### config.mk
export PLATFORM = sky130hd
export DESIGN_NAME = spi_press_reader
export DESIGN_NICKNAME = d
export VERILOG_FILES = /design/src/rtl/spi_press_pkg.sv /design/src/rtl/spi_half_timer.sv /design/src/rtl/spi_rx_shift.sv /design/src/rtl/spi_result_hold.sv /design/src/rtl/spi_press_reader.sv
export SDC_FILE = /design/constraint.sdc
export NUM_CORES = 1
export LEC_CHECK = 0
export ABC_AREA = 1
export BUFFER_PORTS_ARGS = -buffer_cell sky130_fd_sc_hd__buf_2
export CELL_PAD_IN_SITES_DETAIL_PLACEMENT = 1
export CELL_PAD_IN_SITES_GLOBAL_PLACEMENT = 1
export CORE_MARGIN = 8
export CORE_UTILIZATION = 46
export DETAILED_ROUTE_END_ITERATION = 8
export GPL_ROUTABILITY_DRIVEN = 0
export MAX_ROUTING_LAYER = met4
export PLACE_DENSITY = 0.82
export SLEW_MARGIN = 0
export SYNTH_ARGS = -nofsm -noshare
export SYNTH_HDL_FRONTEND = slang
export SYNTH_HIERARCHICAL = 1
export SYNTH_SLANG_ARGS = --single-unit
### constraint.sdc
create_clock -name clk -period 3 [get_ports clk]
set_clock_uncertainty 0.2 [all_clocks]
set_input_delay 0.3 -clock clk [delete_from_list [all_inputs] [get_ports clk]]
set_output_delay 0.3 -clock clk [all_outputs]
set_load 0.01 [all_outputs]
### src/rtl/spi_press_pkg.sv
package spi_press_pkg;
  typedef enum logic [2:0] {
    RD_IDLE,
    RD_SETUP,
    RD_HIGH,
    RD_LOW,
    RD_HOLD,
    RD_VALID
  } rd_state_t;
endpackage

### src/rtl/spi_half_timer.sv
module spi_half_timer #(
  parameter int HALF_DIV = 4
) (
  input  logic clk,
  input  logic rst_n,
  input  logic run,
  output logic tick
);
  localparam int CNT_W = (HALF_DIV > 1) ? $clog2(HALF_DIV) : 1;
  localparam logic [CNT_W-1:0] LAST = CNT_W'(HALF_DIV - 1);

  logic [CNT_W-1:0] cnt;

  assign tick = run && (cnt == LAST);

  always_ff @(posedge clk) begin
    if (!rst_n || !run || tick) cnt <= '0;
    else                        cnt <= cnt + 1'b1;
  end
endmodule

### src/rtl/spi_rx_shift.sv
module spi_rx_shift #(
  parameter int FRAME_BITS = 24,
  parameter int HEAD_W     = 8,
  parameter int TAIL_W     = 15
) (
  input  logic              clk,
  input  logic              rst_n,
  input  logic              clr,
  input  logic              shift_en,
  input  logic              bit_in,
  output logic [HEAD_W-1:0] head,
  output logic [TAIL_W-1:0] tail
);
  logic [FRAME_BITS-1:0] sreg;

  always_ff @(posedge clk) begin
    if (!rst_n || clr) sreg <= '0;
    else if (shift_en) sreg <= {sreg[FRAME_BITS-2:0], bit_in};
  end

  assign head = sreg[FRAME_BITS-1 -: HEAD_W];
  assign tail = sreg[TAIL_W-1:0];
endmodule

### src/rtl/spi_result_hold.sv
module spi_result_hold #(
  parameter int HEAD_W = 8,
  parameter int TAIL_W = 15
) (
  input  logic              clk,
  input  logic              rst_n,
  input  logic              load,
  input  logic [HEAD_W-1:0] head,
  input  logic [TAIL_W-1:0] tail,
  output logic [TAIL_W-1:0] value,
  output logic              head_bad
);
  localparam logic [HEAD_W-1:0] FILLER = {HEAD_W{1'b1}};

  always_ff @(posedge clk) begin
    if (!rst_n) begin
      value    <= '0;
      head_bad <= 1'b0;
    end else if (load) begin
      value    <= tail;
      head_bad <= (head != FILLER);
    end
  end
endmodule

### src/rtl/spi_press_reader.sv
module spi_press_reader #(
  parameter int HALF_DIV   = 4,
  parameter int NUM_BYTES  = 3,
  parameter int BYTE_W     = 8,
  parameter int PRES_W     = 15
) (
  input  logic              clk,
  input  logic              rst_n,
  input  logic              start,
  output logic              busy,
  output logic              res_valid,
  input  logic              res_ready,
  output logic [PRES_W-1:0] pressure,
  output logic              filler_err,
  output logic              sck,
  output logic              ss_n,
  output logic              mosi,
  input  logic              miso
);
  import spi_press_pkg::*;

  localparam int FRAME_BITS = NUM_BYTES * BYTE_W;
  localparam int BIT_CW     = $clog2(FRAME_BITS + 1);
  localparam logic [BIT_CW-1:0] LAST_BIT = BIT_CW'(FRAME_BITS - 1);

  rd_state_t         state;
  logic [BIT_CW-1:0] bits_done;
  logic              sck_q;
  logic              ss_q;
  logic              tick;
  logic              timer_run;
  logic              shift_en;
  logic              shift_clr;
  logic              load_res;
  logic [BYTE_W-1:0] head_byte;
  logic [PRES_W-1:0] tail_field;

  assign timer_run = (state == RD_SETUP) || (state == RD_HIGH) ||
                     (state == RD_LOW)   || (state == RD_HOLD);
  assign shift_clr = (state == RD_IDLE) && start;
  assign shift_en  = tick && ((state == RD_SETUP) || (state == RD_LOW));
  assign load_res  = tick && (state == RD_HOLD);

  spi_half_timer #(.HALF_DIV(HALF_DIV)) u_timer (
    .clk   (clk),
    .rst_n (rst_n),
    .run   (timer_run),
    .tick  (tick)
  );

  spi_rx_shift #(
    .FRAME_BITS (FRAME_BITS),
    .HEAD_W     (BYTE_W),
    .TAIL_W     (PRES_W)
  ) u_shift (
    .clk      (clk),
    .rst_n    (rst_n),
    .clr      (shift_clr),
    .shift_en (shift_en),
    .bit_in   (miso),
    .head     (head_byte),
    .tail     (tail_field)
  );

  spi_result_hold #(
    .HEAD_W (BYTE_W),
    .TAIL_W (PRES_W)
  ) u_hold (
    .clk      (clk),
    .rst_n    (rst_n),
    .load     (load_res),
    .head     (head_byte),
    .tail     (tail_field),
    .value    (pressure),
    .head_bad (filler_err)
  );

  always_ff @(posedge clk) begin
    if (!rst_n) begin
      state     <= RD_IDLE;
      sck_q     <= 1'b0;
      ss_q      <= 1'b1;
      bits_done <= '0;
    end else begin
      case (state)
        RD_IDLE: begin
          if (start) begin
            state     <= RD_SETUP;
            ss_q      <= 1'b0;
            bits_done <= '0;
          end
        end
        RD_SETUP, RD_LOW: begin
          if (tick) begin
            sck_q <= 1'b1;
            state <= RD_HIGH;
          end
        end
        RD_HIGH: begin
          if (tick) begin
            sck_q     <= 1'b0;
            bits_done <= bits_done + 1'b1;
            state     <= (bits_done == LAST_BIT) ? RD_HOLD : RD_LOW;
          end
        end
        RD_HOLD: begin
          if (tick) begin
            ss_q  <= 1'b1;
            state <= RD_VALID;
          end
        end
        RD_VALID: begin
          if (res_ready) state <= RD_IDLE;
        end
        default: state <= RD_IDLE;
      endcase
    end
  end

  assign sck       = sck_q;
  assign ss_n      = ss_q;
  assign mosi      = 1'b1;
  assign busy      = (state != RD_IDLE);
  assign res_valid = (state == RD_VALID);
endmodule

# ---- After elaboration in Yosys (flattened, before gate mapping)
# Index checks and enable logic that the tools add are counted.
dict set report classes {
  add_sub_neg 2
  n_eq_ne 13
  n_mux 15
  reduce_logical 23
}
# op count
set ops {}
lappend ops {{$mux W3} 6}
lappend ops {{$pmux W3 S5} 1}
lappend ops {{$mux W5} 2}
lappend ops {{$pmux W5 S2} 1}
lappend ops {{$reduce_and A3 Y1} 3}
lappend ops {{$ne A2 B2 Y1 const B} 4}
lappend ops {{$ne A8 B8 Y1 const B} 1}
lappend ops {{$logic_or A1 B1 Y1} 7}
lappend ops {{$eq A3 B2 Y1 const B} 2}
lappend ops {{$eq A3 B3 Y1 const B} 2}
lappend ops {{$reduce_bool A2 Y1} 3}
lappend ops {{$add A5 B1 Y5 const B} 1}
lappend ops {{$eq A5 B5 Y1 const B} 1}
lappend ops {{$reduce_and A5 Y1} 1}
lappend ops {{$logic_and A1 B1 Y1} 4}
lappend ops {{$pmux W1 S2} 2}
lappend ops {{$eq A3 B1 Y1 const B} 1}
lappend ops {{$logic_not A3 Y1} 1}
lappend ops {{$mux W1} 3}
lappend ops {{$reduce_bool A3 Y1} 1}
lappend ops {{$add A2 B1 Y2 const B} 1}
lappend ops {{$eq A2 B2 Y1 const B} 1}
lappend ops {{$logic_not A1 Y1} 2}
lappend ops {{$ne A2 B1 Y1 const B} 1}
lappend ops {{$reduce_or A2 Y1} 1}
dict set report totals {
  inputBits 5
  word_cells 61
  out_inout_bits 21
  ff_bits 52
}

# ---- Logic depth before layout (Yosys ltp)
dict set report logic_depth {
  ltp_word 7
  depth_mapped 15
  mapped_depth_nobuf 14
}

# ---- Hierarchy
# The synthesis kept the hierarchy.
# mod instances cells_per_inst seq_area_each_um2 area_per_inst_um2
set by_module_without_submodules {}
lappend by_module_without_submodules {spi_rx_shift 1 129 480.5 1156.1}
lappend by_module_without_submodules {spi_press_reader 1 100 200.2 636.9}
lappend by_module_without_submodules {spi_result_hold 1 78 320.3 633.1}
lappend by_module_without_submodules {spi_half_timer 1 10 40.0 85.1}

# ---- Least setup slack after synthesis
# No wires, ideal clock.
dict set report synth_path {
  kind {register to register}
  start {reg state[2]}
  end {reg u_shift.sreg[15]}
  required_ns 2.681
  synth_period_minus_slack_ns 1.907
  n_path_buf 2
  setup_ns 0.119
  stages_incl_launch_ff 14
  t_arrival_ns 1.588
  slack_ns 1.093
  path_cell_list {dfxtp_1 inv_2 nor2_1 inv_1 nand3_1 nand2_1 inv_1 inv_1 nor2_1 buf_6 inv_8 buf_12 nand2_2 a21oi_2}
}
dict set report synth_between {
  elab_chain_cells 6
  word_cells_on_any_way 13
  classes_between {eq/ne (4); reduce/logical (9)}
}
# element line
set synth_rtl {}
lappend synth_rtl {{start, declared} spi_press_reader.sv:26} ;# rd_state_t state;
lappend synth_rtl {{start signal, assigned} spi_press_reader.sv:103} ;# state <= (bits_done == LAST_BIT) ? RD_HOLD : RD_LOW;
lappend synth_rtl {{$eq A3 B1 Y1 or $eq A3 B2 Y1 (tied branches)} spi_press_reader.sv:38} ;# assign timer_run = (state == RD_SETUP) || (state == RD_HIGH) ||
lappend synth_rtl {{$logic_or A1 B1 Y1 (2 in series)} spi_press_reader.sv:38}
lappend synth_rtl {{$logic_or A1 B1 Y1 (*)} spi_press_reader.sv:39} ;# (state == RD_LOW) || (state == RD_HOLD);
lappend synth_rtl {{named net timer_run} spi_press_reader.sv:31} ;# logic timer_run;
lappend synth_rtl {{$logic_and A1 B1 Y1 (*)} spi_half_timer.sv:14} ;# assign tick = run && (cnt == LAST);
lappend synth_rtl {{named net tick} spi_press_reader.sv:30} ;# logic tick;
lappend synth_rtl {{$logic_and A1 B1 Y1 (*)} spi_press_reader.sv:41} ;# assign shift_en = tick && ((state == RD_SETUP) || (state == RD_LOW));
lappend synth_rtl {{named net shift_en} spi_press_reader.sv:32} ;# logic shift_en;
lappend synth_rtl {{end signal, assigned} spi_rx_shift.sv:18} ;# else if (shift_en) sreg <= {sreg[FRAME_BITS-2:0], bit_in};
lappend synth_rtl {{end, declared} spi_rx_shift.sv:14} ;# logic [FRAME_BITS-1:0] sreg;
# Mark *: on every way through the listed nets, which the timed path passes. The rest lies on a longest branch.
# A chain may end at the register's enable or synchronous reset.

# ---- Final worst setup path
dict set report layout_path {
  start {reg state[2]}
  end {reg u_hold.head_bad}
}
dict set report layout_between {
  elab_chain_cells 6
  word_cells_on_any_way 9
  classes_between {eq/ne (4); reduce/logical (5)}
}
# element line
set layout_rtl {}
lappend layout_rtl {{$eq A3 B1 Y1 or $eq A3 B2 Y1 (tied branches)} spi_press_reader.sv:38}
lappend layout_rtl {{$logic_or A1 B1 Y1 (2 in series)} spi_press_reader.sv:38}
lappend layout_rtl {{$logic_or A1 B1 Y1 (*)} spi_press_reader.sv:39}
lappend layout_rtl {{named net timer_run} spi_press_reader.sv:31}
lappend layout_rtl {{$logic_and A1 B1 Y1 (*)} spi_half_timer.sv:14}
lappend layout_rtl {{named net tick} spi_press_reader.sv:30}
lappend layout_rtl {{$logic_and A1 B1 Y1 (*)} spi_press_reader.sv:42} ;# assign load_res = tick && (state == RD_HOLD);
lappend layout_rtl {{named net load_res} spi_press_reader.sv:34} ;# logic load_res;
lappend layout_rtl {{end signal, assigned} spi_result_hold.sv:21} ;# head_bad <= (head != FILLER);
lappend layout_rtl {{end, declared} spi_result_hold.sv:11} ;# output logic head_bad
# Marked as above.

==> results.md <==
* Synth Area per Inst at 7.922 um^2
* Vias in the first global route at 1956
* R2r setup slk at around 0.7 ns
* Outcome: complete, no violations
* Post-synth top area share at 0.4145
* LEAKAGE at around 1.1 nW
* Clock sink count at 52
* Synth warn at 6
* Worst Min Path Start: miso
* Worst setup path class: reg -> reg
* Crit path max-delay family: buffers and inverters
* CTS root buffer: clkbuf_8
* Die Height at about 90 um
* Initial antenna violation count at 0
* Synth Instances at 317
* Clock Latency Late Sink at 0.30 ns
* Post-CTS sizing at 0
* CP Capture Type: flop
* Vias per cell at 4.802
* DR WL/cell at 12.94 um
* Hold WS at 0.05824 ns
* H-tree levels at 2
* Detailed Route Iter0 Violations at 68
* Worst hold-check path type: in -> reg
* Endpoint, Worst Hold: u_shift/sreg[0]$_SDFFE_PP0P_
* Fmax at approximately 440 MHz
* Worst VDD drop at between 0.2 and 0.25 mV
* Crit start category: flop
* Gr usage total at 0.1360
* Pin count of the biggest net entering global routing at 27
* CTS tree: yes
* Ant. Diodes at 0
* Post-route clock period utilization at 0.7600
* HPWL after detailed placement at roughly 3.6 mm
* Top cells by area, synth: dfxtp_1, nand2_1, nor2_1
* Seq/Total Area, Yosys at 0.4145
* IO buf count at 24
* Post-DRT Antenna Nets at 0
* Post-CTS Hold Buffers at 0
* Synthesized flop and latch total at 52
* Yosys top cell by area: dfxtp_1
* DR DRC count at 0
* Worst EP required at 3.01 ns
* Reg-to-reg startpoint: state[2]$_SDFFE_PN0P_
* Pre-Repair DR Iteration Count at 4
* Die area at 0.008079 mm^2
* Fin. max-slew vios at 0
* Final #Nets at between 300 and 400
* First-pass GRT wire length at around 9 mm
* Fraction of layout instances using a drive strength above 1 at 0.2808
* RSZ-0062 raised after global routing: false
* Num ports at 26
* Power density over the cells at approximately 680 mW/mm^2
* CP arrival at 2.29 ns
* Clock-pin transition on the worst setup and hold timing paths at 0.09 ns
* WHS Path Cells at 3
* P&R area growth vs syn at 0.2490%
* Most used cell, CP: inv_1
* Max-cap violations at 0
* TritonCTS buffer count at 5
* Fin crit period at roughly 2.3 ns
* Post-CTS Setup Repair Bufs at 0
* Post-synthesis cell area at 0.002511 mm^2
* Final Hold Viols at 0
* Area of the core at 0.005405 mm^2
* Worst stage delay on the critical path at a little under 0.5 ns
* Row count at 27
* CP max stage cell: dfxtp_1
* Initial Util at 0.4646
* # fillers at 704
* Yosys cell types at 27
* Syn nets at between 300 and 400
* Reg2reg end: u_hold/head_bad$_SDFFE_PN0P_
* Grt ovf at 0
* Max FO, Critical Path at 18
* Final WL at 5.033 mm
* Setup_tns at 0 ns
* Die width at 89.89 um
* R2R cell count at 14
* Clk buf depth at 2
* Vias post-DR at 1868
* Setup-failing EPs final at 0
* WP buf/inv at 7
* Cells along the critical path: inv_2 -> nor2_1 -> inv_1 -> nand3_1 -> nand2_1 -> inv_1 -> inv_1 -> nor2_1 -> buf_4 -> nand2_1 -> inv_1 -> nand3_1 -> nand2_1 -> inv_1
## area by class of cell
| cell class | count | area [um^2] | area share |
|---|---|---|---|
| sequential | 52 | 1041 | 0.4135 |
| multi-input combinational | 204 | 1040 | 0.4130 |
| timing repair buffer | 27 | 142.6 | 0.05666 |
| inverter | 26 | 115.1 | 0.04573 |
| tap | 72 | 90.09 | 0.03579 |
| clock buffer | 6 | 72.57 | 0.02883 |
| clock inverter | 2 | 16.27 | 0.006461 |
## state kept, by name, indices dropped and copies added (netlist names)
| register | cells |
|---|---|
| u_shift/sreg | 24 |
| u_hold/value | 15 |
| bits_done | 5 |
| state | 3 |
| u_timer/cnt | 2 |
| sck | 1 |
| ss_n | 1 |
| u_hold/head_bad | 1 |
## how the worst max path moves through the flow
stage | startpoint | endpoint | cells after the start
floorplan | state[2]$_SDFFE_PN0P_ | u_shift/sreg[15]$_SDFFE_PP0P_ | 13
global placement | state[2]$_SDFFE_PN0P_ | u_hold/head_bad$_SDFFE_PN0P_ | 14
detailed placement | state[2]$_SDFFE_PN0P_ | u_hold/head_bad$_SDFFE_PN0P_ | 14
CTS | state[2]$_SDFFE_PN0P_ | u_hold/head_bad$_SDFFE_PN0P_ | 14
global route | state[0]$_SDFFE_PN0P_ | u_hold/head_bad$_SDFFE_PN0P_ | 14
finish | state[2]$_SDFFE_PN0P_ | u_hold/head_bad$_SDFFE_PN0P_ | 14
## layout by cell type (no fill, tap or decap), types with 2 or more instances in the layout
cell type,instances
buf_4,3
nand2_2,15
buf_2,24
nor2_1,51
nor2_2,8
dfxtp_1,52
clkbuf_8,5
a21oi_1,11
o21ai_0,8
nand2_1,60
inv_8,2
nand2_4,2
a21oi_2,20
o21ai_1,13
inv_1,19
inv_2,4
nand3_1,8
ha_1,2
## worst min-delay path, cell delays in order
cell	delay, ns
buf_2	0.10
nand2_1	0.07
a21oi_2	0.05
## synthesized netlist by cell type
cell type,n
nand2_2,15
nor3_4,1
buf_6,4
o21a_1,1
buf_4,25
nor2_1,52
buf_8,2
inv_8,2
a21oi_1,11
ha_1,2
nor2_2,7
nand3_2,1
inv_1,19
nand2_4,2
nor2_4,1
nand3_1,8
inv_4,1
o21ai_1,13
clkbuf_4,2
buf_12,2
o21ai_0,8
inv_2,4
a21oi_2,20
dfxtp_1,52
conb_1,1
nand2_1,60
o211ai_1,1
## logic make-up after synthesis
logic type,Yosys count,share of synthesized area
flip-flops,52,0.4145
AO/OA/AOI/OAI,54,0.1395
other,1,0.001493
adder cells (fa/ha/maj),2,0.009964
buffers and inverters,61,0.1724
AND/OR/NAND/NOR,147,0.2621
## per-layer routing
metal	routed length, um	track usage	up-vias
met5	0	-	-
met3	108	0.03159	4
met4	36	0.04161	0
met2	2498	0.2387	16
li1	-	-	966
met1	2389	0.1489	882
## where the power goes
| group | total (W) | switching [W] | internal (W) |
|---|---|---|---|
| clock network | 0.000403 | 0.000236 | 0.000167 |
| logic | 0.000513 | 0.000347 | 0.000167 |
| registers | 0.000786 | 0.0000526 | 0.000733 |
| total | 0.00170 | 0.000635 | 0.00107 |
## through the flow
| stage | util | instance area (um^2) | total power [W] | setup WS, ns | instances |
|---|---|---|---|---|---|
| after floorplan | - | 2511 | 0.001202 | 1.093 | 317 |
| after global placement | 0.4493 | 2429 | 0.001301 | 0.8064 | 381 |
| after detailed placement | 0.4493 | 2429 | 0.001319 | 0.7252 | 381 |
| after CTS | 0.4657 | 2517 | 0.001727 | 0.7034 | 389 |
| after global routing | 0.4657 | 2517 | 0.001811 | 0.5562 | 389 |
| final | 0.4657 | 2517 | 0.001702 | 0.7201 | 389 |
Power figures use the tool's default switching activity.
